$ cat src/rtl/lu_pkg.sv
package lu_pkg;

    localparam int INSTR_W  = 32;
    localparam int REG_W    = 5;
    localparam int NUM_SRC  = 2;
    // first source field starts here; each next one sits REG_W lower
    localparam int SRC0_LSB = 21;

    typedef logic [REG_W-1:0] reg_idx_t;

    // what the execute stage reports about its instruction
    typedef struct packed {
        logic     mem_rd;
        reg_idx_t dst;
    } ex_tag_t;

    // front-end hold decisions
    typedef struct packed {
        logic hold_pc;
        logic hold_fetch;
        logic bubble;
    } stall_ctl_t;

    function automatic int src_lsb(int idx);
        return SRC0_LSB - idx * REG_W;
    endfunction

endpackage

$ cat src/rtl/lu_src_match.sv
module lu_src_match #(
    parameter int INSTR_W = lu_pkg::INSTR_W,
    parameter int NUM_SRC = lu_pkg::NUM_SRC
) (
    input  logic [INSTR_W-1:0] instr,
    input  lu_pkg::ex_tag_t    tag,
    output logic [NUM_SRC-1:0] hit
);

    logic tag_live;

    // register 0 is never a real producer
    assign tag_live = tag.mem_rd && (tag.dst != '0);

    for (genvar g = 0; g < NUM_SRC; g++) begin : g_src
        localparam int LSB = lu_pkg::src_lsb(g);
        lu_pkg::reg_idx_t src;
        assign src    = instr[LSB +: lu_pkg::REG_W];
        assign hit[g] = tag_live && (src == tag.dst);
    end

endmodule

$ cat src/rtl/lu_stall_ctl.sv
module lu_stall_ctl #(
    parameter int NUM_SRC = lu_pkg::NUM_SRC
) (
    input  logic [NUM_SRC-1:0] hit,
    output lu_pkg::stall_ctl_t ctl
);

    logic stall;

    assign stall = |hit;

    always_comb begin
        ctl            = '0;
        ctl.hold_pc    = stall;
        ctl.hold_fetch = stall;
        ctl.bubble     = stall;
    end

endmodule

$ cat src/rtl/lu_bubble_mux.sv
module lu_bubble_mux #(
    parameter int CTRL_W = 9
) (
    input  logic              sel,
    input  logic [CTRL_W-1:0] ctrl_in,
    output logic [CTRL_W-1:0] ctrl_out
);

    assign ctrl_out = sel ? '0 : ctrl_in;

endmodule

$ cat src/rtl/lu_hazard_unit.sv
module lu_hazard_unit #(
    parameter int CTRL_W = 9
) (
    input  logic                       clk,
    input  logic                       rst,
    input  logic                       ex_is_load,
    input  logic [lu_pkg::REG_W-1:0]   ex_dst,
    input  logic [lu_pkg::INSTR_W-1:0] dec_instr,
    input  logic [CTRL_W-1:0]          ctrl_in,
    output logic                       pc_we,
    output logic                       fetch_we,
    output logic                       bubble_sel,
    output logic [CTRL_W-1:0]          ctrl_out
);

    localparam int RS_LSB = lu_pkg::src_lsb(0);
    localparam int RT_LSB = lu_pkg::src_lsb(1);

    lu_pkg::ex_tag_t                  tag;
    logic [lu_pkg::NUM_SRC-1:0]       hit;
    lu_pkg::stall_ctl_t               ctl;
    lu_pkg::reg_idx_t                 rs_f;
    lu_pkg::reg_idx_t                 rt_f;

    assign tag.mem_rd = ex_is_load;
    assign tag.dst    = ex_dst;

    lu_src_match #(
        .INSTR_W (lu_pkg::INSTR_W),
        .NUM_SRC (lu_pkg::NUM_SRC)
    ) match_i (
        .instr (dec_instr),
        .tag   (tag),
        .hit   (hit)
    );

    lu_stall_ctl #(
        .NUM_SRC (lu_pkg::NUM_SRC)
    ) ctl_i (
        .hit (hit),
        .ctl (ctl)
    );

    lu_bubble_mux #(
        .CTRL_W (CTRL_W)
    ) mux_i (
        .sel      (ctl.bubble),
        .ctrl_in  (ctrl_in),
        .ctrl_out (ctrl_out)
    );

    assign pc_we      = !ctl.hold_pc;
    assign fetch_we   = !ctl.hold_fetch;
    assign bubble_sel = ctl.bubble;

    assign rs_f = dec_instr[RS_LSB +: lu_pkg::REG_W];
    assign rt_f = dec_instr[RT_LSB +: lu_pkg::REG_W];

    // load into the first source register forces a bubble
    p_rs_hit_r1: assert property (@(posedge clk) disable iff (rst)
        (ex_is_load && ex_dst != '0 && ex_dst == rs_f) |-> bubble_sel);

    // load into the second source register forces a bubble
    p_rt_hit_r2: assert property (@(posedge clk) disable iff (rst)
        (ex_is_load && ex_dst != '0 && ex_dst == rt_f) |-> bubble_sel);

    p_no_load_r3: assert property (@(posedge clk) disable iff (rst)
        !ex_is_load |-> !bubble_sel);

    p_reg_zero_r4: assert property (@(posedge clk) disable iff (rst)
        (ex_dst == '0) |-> !bubble_sel);

    p_no_match_r5: assert property (@(posedge clk) disable iff (rst)
        (ex_dst != rs_f && ex_dst != rt_f) |-> !bubble_sel);

    p_freeze_r6: assert property (@(posedge clk) disable iff (rst)
        bubble_sel |-> (!pc_we && !fetch_we));

    p_run_r6: assert property (@(posedge clk) disable iff (rst)
        !bubble_sel |-> (pc_we && fetch_we));

    p_zero_ctrl_r7: assert property (@(posedge clk) disable iff (rst)
        bubble_sel |-> (ctrl_out == '0));

    p_pass_ctrl_r7: assert property (@(posedge clk) disable iff (rst)
        !bubble_sel |-> (ctrl_out == ctrl_in));

    // relies on the execute register taking ctrl_out, see brief
    p_single_r8: assert property (@(posedge clk) disable iff (rst)
        bubble_sel |=> !bubble_sel);

endmodule

$ cat config.mk
export PLATFORM = sky130hd
export DESIGN_NAME = lu_hazard_unit
export DESIGN_NICKNAME = d
export VERILOG_FILES = /design/src/rtl/lu_pkg.sv /design/src/rtl/lu_src_match.sv /design/src/rtl/lu_stall_ctl.sv /design/src/rtl/lu_bubble_mux.sv /design/src/rtl/lu_hazard_unit.sv
export SDC_FILE = /design/constraint.sdc
export NUM_CORES = 1
export LEC_CHECK = 0
export ABC_AREA = 1
export BUFFER_PORTS_ARGS = -buffer_cell sky130_fd_sc_hd__buf_2
export CELL_PAD_IN_SITES_DETAIL_PLACEMENT = 1
export CELL_PAD_IN_SITES_GLOBAL_PLACEMENT = 1
export CORE_MARGIN = 1.5
export CORE_UTILIZATION = 11
export DETAILED_ROUTE_END_ITERATION = 10
export GPL_ROUTABILITY_DRIVEN = 0
export PLACE_DENSITY = 0.79
export SLEW_MARGIN = 20
export SYNTH_ARGS = -nofsm -noshare
export SYNTH_HDL_FRONTEND = slang
export SYNTH_SLANG_ARGS = --single-unit
export TNS_END_PERCENT = 100
$ cat constraint.sdc
create_clock -name vclk -period 1.1
set_clock_uncertainty 0.2 [all_clocks]
set_input_delay 0.11 -clock vclk [all_inputs]
set_output_delay 0.11 -clock vclk [all_outputs]
set_load 0.03 [all_outputs]
Word level (Yosys, flattened, before mapping)
Cells that the tools add are included.
{"block": "op_classes", "multipliers": 0, "reduce_logical": 6, "div": 0, "n_lt_le_gt_ge": 0, "bitwise_logic": 0, "n_shift": 0, "add_sub_neg": 0, "n_eq_ne": 2, "mux": 1}
{"cell": "equality test 5 bit", "count": 2}
{"cell": "two-way mux 9 bit", "count": 1}
{"cell": "nonzero test 5 bit", "count": 1}
{"cell": "logical AND 1 bit", "count": 3}
{"cell": "OR reduction 2 bit", "count": 1}
{"cell": "logical NOT 1 bit", "count": 1}
{"block": "totals", "output_inout_bits": 12, "romBits": 0, "latchBits": 0, "ramBits": 0, "mem_count": 0, "regBits": 0, "inputBits": 49}

Longest topological paths before layout
{"block": "logic_depth", "word_depth": 5, "ltp_mapped": 10, "mapped_depth_nobuf": 8}

Hierarchy
From an unflattened synthesis, not the netlist that was laid out.
{"block": "hier_totals", "hier_cells": 76, "area_unflattened_um2": 319.1}
{"mod": "lu_src_match", "area_each_um2": 198.9, "n_inst": 1, "seq_area_each_um2": 0.0, "cells_each": 49}
{"mod": "lu_bubble_mux", "area_each_um2": 78.8, "n_inst": 1, "seq_area_each_um2": 0.0, "cells_each": 19}
{"mod": "lu_stall_ctl", "area_each_um2": 33.8, "n_inst": 1, "seq_area_each_um2": 0.0, "cells_each": 6}
{"mod": "lu_hazard_unit", "area_each_um2": 7.5, "n_inst": 1, "seq_area_each_um2": 0.0, "cells_each": 2}

Worst setup path before layout
No wires, ideal clock.
{"block": "synth_timing", "path_type": "input to output", "startpoint": "input port ex_dst[1] (netlist name)", "endpoint": "output port pc_we", "path_stages": 10, "slack_ps": -215, "arrival_ps": 1005, "cell_sequence": "inv_1 -> nand2_1 -> nand2_1 -> nand2_1 -> nor2_1 -> nand3_1 -> nand2_2 -> buf_6 -> inv_2 -> buf_4"}
{"block": "synth_between", "elab_chain_cells": 5, "elab_cells_between_ends": 8, "cone_classes": "eq/ne (2); reduce/logical (6)"}
{"item": "start, declared", "line": "lu_hazard_unit.sv:7", "rtl": "input logic [lu_pkg::REG_W-1:0] ex_dst,"}
{"item": "nonzero test 5 bit", "line": "lu_src_match.sv:13", "rtl": "assign tag_live = tag.mem_rd && (tag.dst != '0);"}
{"item": "logical AND 1 bit", "line": "lu_src_match.sv:13"}
{"item": "logical AND 1 bit", "line": "lu_src_match.sv:19", "rtl": "assign hit[g] = tag_live && (src == tag.dst);"}
{"item": "OR reduction 2 bit *", "line": "lu_stall_ctl.sv:10", "rtl": "assign stall = |hit;"}
{"item": "net bubble_sel", "line": "lu_hazard_unit.sv:12", "rtl": "output logic bubble_sel,"}
{"item": "logical NOT 1 bit *"}
{"item": "end, declared", "line": "lu_hazard_unit.sv:10", "rtl": "output logic pc_we,"}
The timed path passes the listed nets; every way through them passes the cells marked *.

Worst setup path in the final report
{"block": "layout_timing", "startpoint": "input port ex_dst[1] (netlist name)", "endpoint": "output port ctrl_out[8]"}
{"block": "layout_between", "elab_chain_cells": 5, "elab_cells_between_ends": 8, "cone_classes": "eq/ne (2); mux (1); reduce/logical (5)"}
{"item": "nonzero test 5 bit", "line": "lu_src_match.sv:13"}
{"item": "logical AND 1 bit", "line": "lu_src_match.sv:13"}
{"item": "logical AND 1 bit", "line": "lu_src_match.sv:19"}
{"item": "OR reduction 2 bit *", "line": "lu_stall_ctl.sv:10"}
{"item": "two-way mux 9 bit *", "line": "lu_bubble_mux.sv:9", "rtl": "assign ctrl_out = sel ? '0 : ctrl_in;"}
{"item": "end, declared", "line": "lu_hazard_unit.sv:13", "rtl": "output logic [CTRL_W-1:0] ctrl_out"}
Mark *: on every way between the ends. The rest lies on a longest branch, timed or not.

==> results.txt <==
----------------------------------------------------
[Worst setup path]
  Crit path max-delay cell type ... buf_12
  Critical-path maximum fanout ... 6
  Kind of capture point of the worst setup path ... output pin
  Sort of element at the start of the critical path ... primary input
  Delay of the slowest critical-path stage ... 0.15 ns
  Worst Path Arrival ... 1.06 ns
  Critical path class ... primary input to output pin
  Required time at the endpoint of the critical path ... 0.79 ns
  Crit path cell chain ... buf_8 > nor2_4 > nand3_2 > nand2_2 > inv_2 > nand3_2 > nand2_4 > buf_12 > nor2_4 > buf_6

[Final layout]
  Layout clock buffers ... 0
  Multi-input combinational cell area ... 329 sq um
  Number of filler cells placed in the layout ... 307
  Most frequent standard cell in the layout excluding fill and tap cells ... buf_2
  Reg area ... 0 sq um
  Non-Filler Instances ... 131
  Fraction of final layout cells sized beyond drive strength 1 ... 0.683
  Total non-filler cell area in the finished layout ... around 800 sq um
  Number of nets in the finished design ... approximately 150
  Area Growth Syn to Fin ... 164%
  Antenna Cells ... 0
  Number of flip-flops and latches ... 0
  Most frequent cells in the layout ... 20 x buf_2, 15 x nand2_1, 13 x inv_1, 13 x buf_6, 12 x nor2_4

[Power and ir drop]
  Total chip power ... 314 uW
  Power Density ... 394 mW/mm^2
  Leakage power of the design ... 0.000430 uW
  Maximum vdd ir drop ... around 0.00017 V

[GRT]
  Global-route track usage on met1 ... 0.0812
  GRT overflow ... 0
  Global-route wire length before repair ... 1990 microns
  GR met3 Demand/Resource ... 0.00234
  Total GRT Usage ... 0.0763
  Largest net degree at the start of global routing ... 7
  Vias in the first global route ... 492
  Global routing usage on met2 ... 0.168
  Gr busiest metal ... met2
  Number of antenna violations at the first check in global routing ... 0

[Logic synthesis]
  Average cell area after synthesis ... 4.73 sq um
  Area contributors post-synth ... inv_1 24%, nand2_1 24%, nor2_2 17%
  Mux share of post-synthesis cell area ... 0
  Total number of yosys warnings ... 0
  Combinational family with the most area after synthesis ... simple AND/OR/NAND/NOR gates
  Share of the synthesized area in compound gates (AO/OA/AOI/OAI) ... 0
  Number of standard cells after synthesis ... 64
  Xor/xnor cell area share of the yosys netlist ... 0.145
  Synth Net Count ... approximately 110
  Share of the synthesized area in the top cell type ... 0.236
  Library cell with the largest summed area after synthesis ... inv_1
  Portion of the post-synthesis area used by sequential elements ... 0
  Number of distinct standard cells referenced by the synthesized netlist ... 11
  Post-synthesis adder-cell area fraction ... 0
  Post-Synth Simple-Gate Area ... 0.545
  Post-synthesis instance area ... 303 sq um

[CTS]
  Quantity of hold-fixing buffers added after cts ... 0
  Post-CTS setup buffer count ... 0

[Min path]
  Worst hold path endpoint ... ctrl_out[1]
  Hold path depth ... 4
  Startpoint of the tightest hold check path ... ctrl_in[1]
  Path type of the worst min-delay path ... primary input to output pin

[Timing]
  Setup slack of the critical path after layout ... -0.268 ns
  Hold Violations, Final ... 0
  Pins over their slew limit ... 0
  Ratio of final minimum period to clock period ... 1.24
  Worst slew margin relative to its limit ... 0.843
  Max Fclk ... between 700 and 800 MHz
  Clock period minus worst slack ... 1.37 ns
  Setup TNS after final layout ... -3.07 ns
  Final setup vio count ... 12
  Unrepaired setup endpoints after global routing ... yes
  Final-layout worst hold slack ... 0.346 ns
  Transition time of the tightest slew-check pin ... 0.235 ns

[Status]
  Status ... finished, violations left
  Failing checks ... negative setup slack

[Floorplanning]
  Starting utilization of the core area ... 0.119
  Die span in x ... 55.5 microns
  Std cell rows ... 18
  Total Die Area ... 0.00308 sq mm
  Ports placed on the boundary ... slightly above 60
  Die H ... 55.5 microns
  Core region area ... between 0.002 and 0.003 sq mm

[Place]
  Half-perimeter wire length after placement ... approximately 1000 microns
  Post-place instance area ... between 500 and 600 sq um
  Buffers added on ports ... 37
  Number of placed instances, taps included ... 130

[Route]
  DRT iter0 DRCs ... 3
  DRC errors left ... 0
  Final wirelength ... 1210 microns
  DR pass1 iterations ... 2
  Count of nets left with antenna violations after detail routing ... 0
  Vias per cell ... 3.68
  Post-DR wirelength/cell ... 9.22 microns
  Total number of vias ... 482

[Run]
  # Max-Cap Violations ... 0

----------------------------------------------------
==> per-layer routing <==
layer	vias to the layer above	share of wire
met5	-	0
met4	0	0
met3	0	0.050
met2	24	0.63
met1	206	0.32
li1	252	-
==> timing repair <==
action / 4_1_cts / 5_1_grt
setup endpoints to repair: 12 / 12
pin swaps: 19 / 16
resized for setup: 44 / 17
endpoints found under the hold margin: 0 / 0
gates cloned: 1 / 0
==> final cells by class <==
class                      instances  area share
timing repair buffer              39       0.434
multi-input combinational         42       0.412
inverter                          20       0.107
tap                               30      0.0470
==> power breakdown <==
group / switching [uW] / internal (uW)
clock: 0 / 0
sequential: 0 / 0
combinational: 164 / 150
==> worst max-delay path by stage <==
stage,startpoint,endpoint,slack (ns),depth (start not counted)
global route,ex_dst[1],ctrl_out[1],-0.33,10
finish,ex_dst[1],ctrl_out[8],-0.27,10
detailed placement,ex_dst[0],ctrl_out[0],-0.36,10
CTS,ex_dst[0],ctrl_out[0],-0.31,9
floorplan,ex_dst[1],pc_we,-0.13,10
global placement,ex_dst[0],ctrl_out[5],-0.35,10
==> kinds of logic (layout without fill, tap and decap cells) <==
family | after synthesis | count (layout)
xor+xnor | 5 | 5
buf+inv | 22 | 59
simple gates | 37 | 37
==> cell usage after synthesis <==
library cell	number
nor2_1	6
buf_4	1
nand2_1	19
xnor2_1	2
inv_2	1
nand3_1	3
buf_6	1
nor2_2	8
xor2_1	3
nand2_2	1
inv_1	19
==> stage by stage <==
step | setup slack (ns) | util
2_1_floorplan | -0.133 | -
3_3_place_gp | -0.351 | 0.230
3_5_place_dp | -0.362 | 0.230
4_1_cts | -0.305 | 0.295
5_1_grt | -0.329 | 0.314
6_report | -0.268 | 0.314
==> worst max-delay path, delay by kind of cell <==
kind,cells,cell delay [ns]
buffers and inverters,4,0.44
and+or+nand+nor,6,0.51
(Power assumes the default switching activity.)
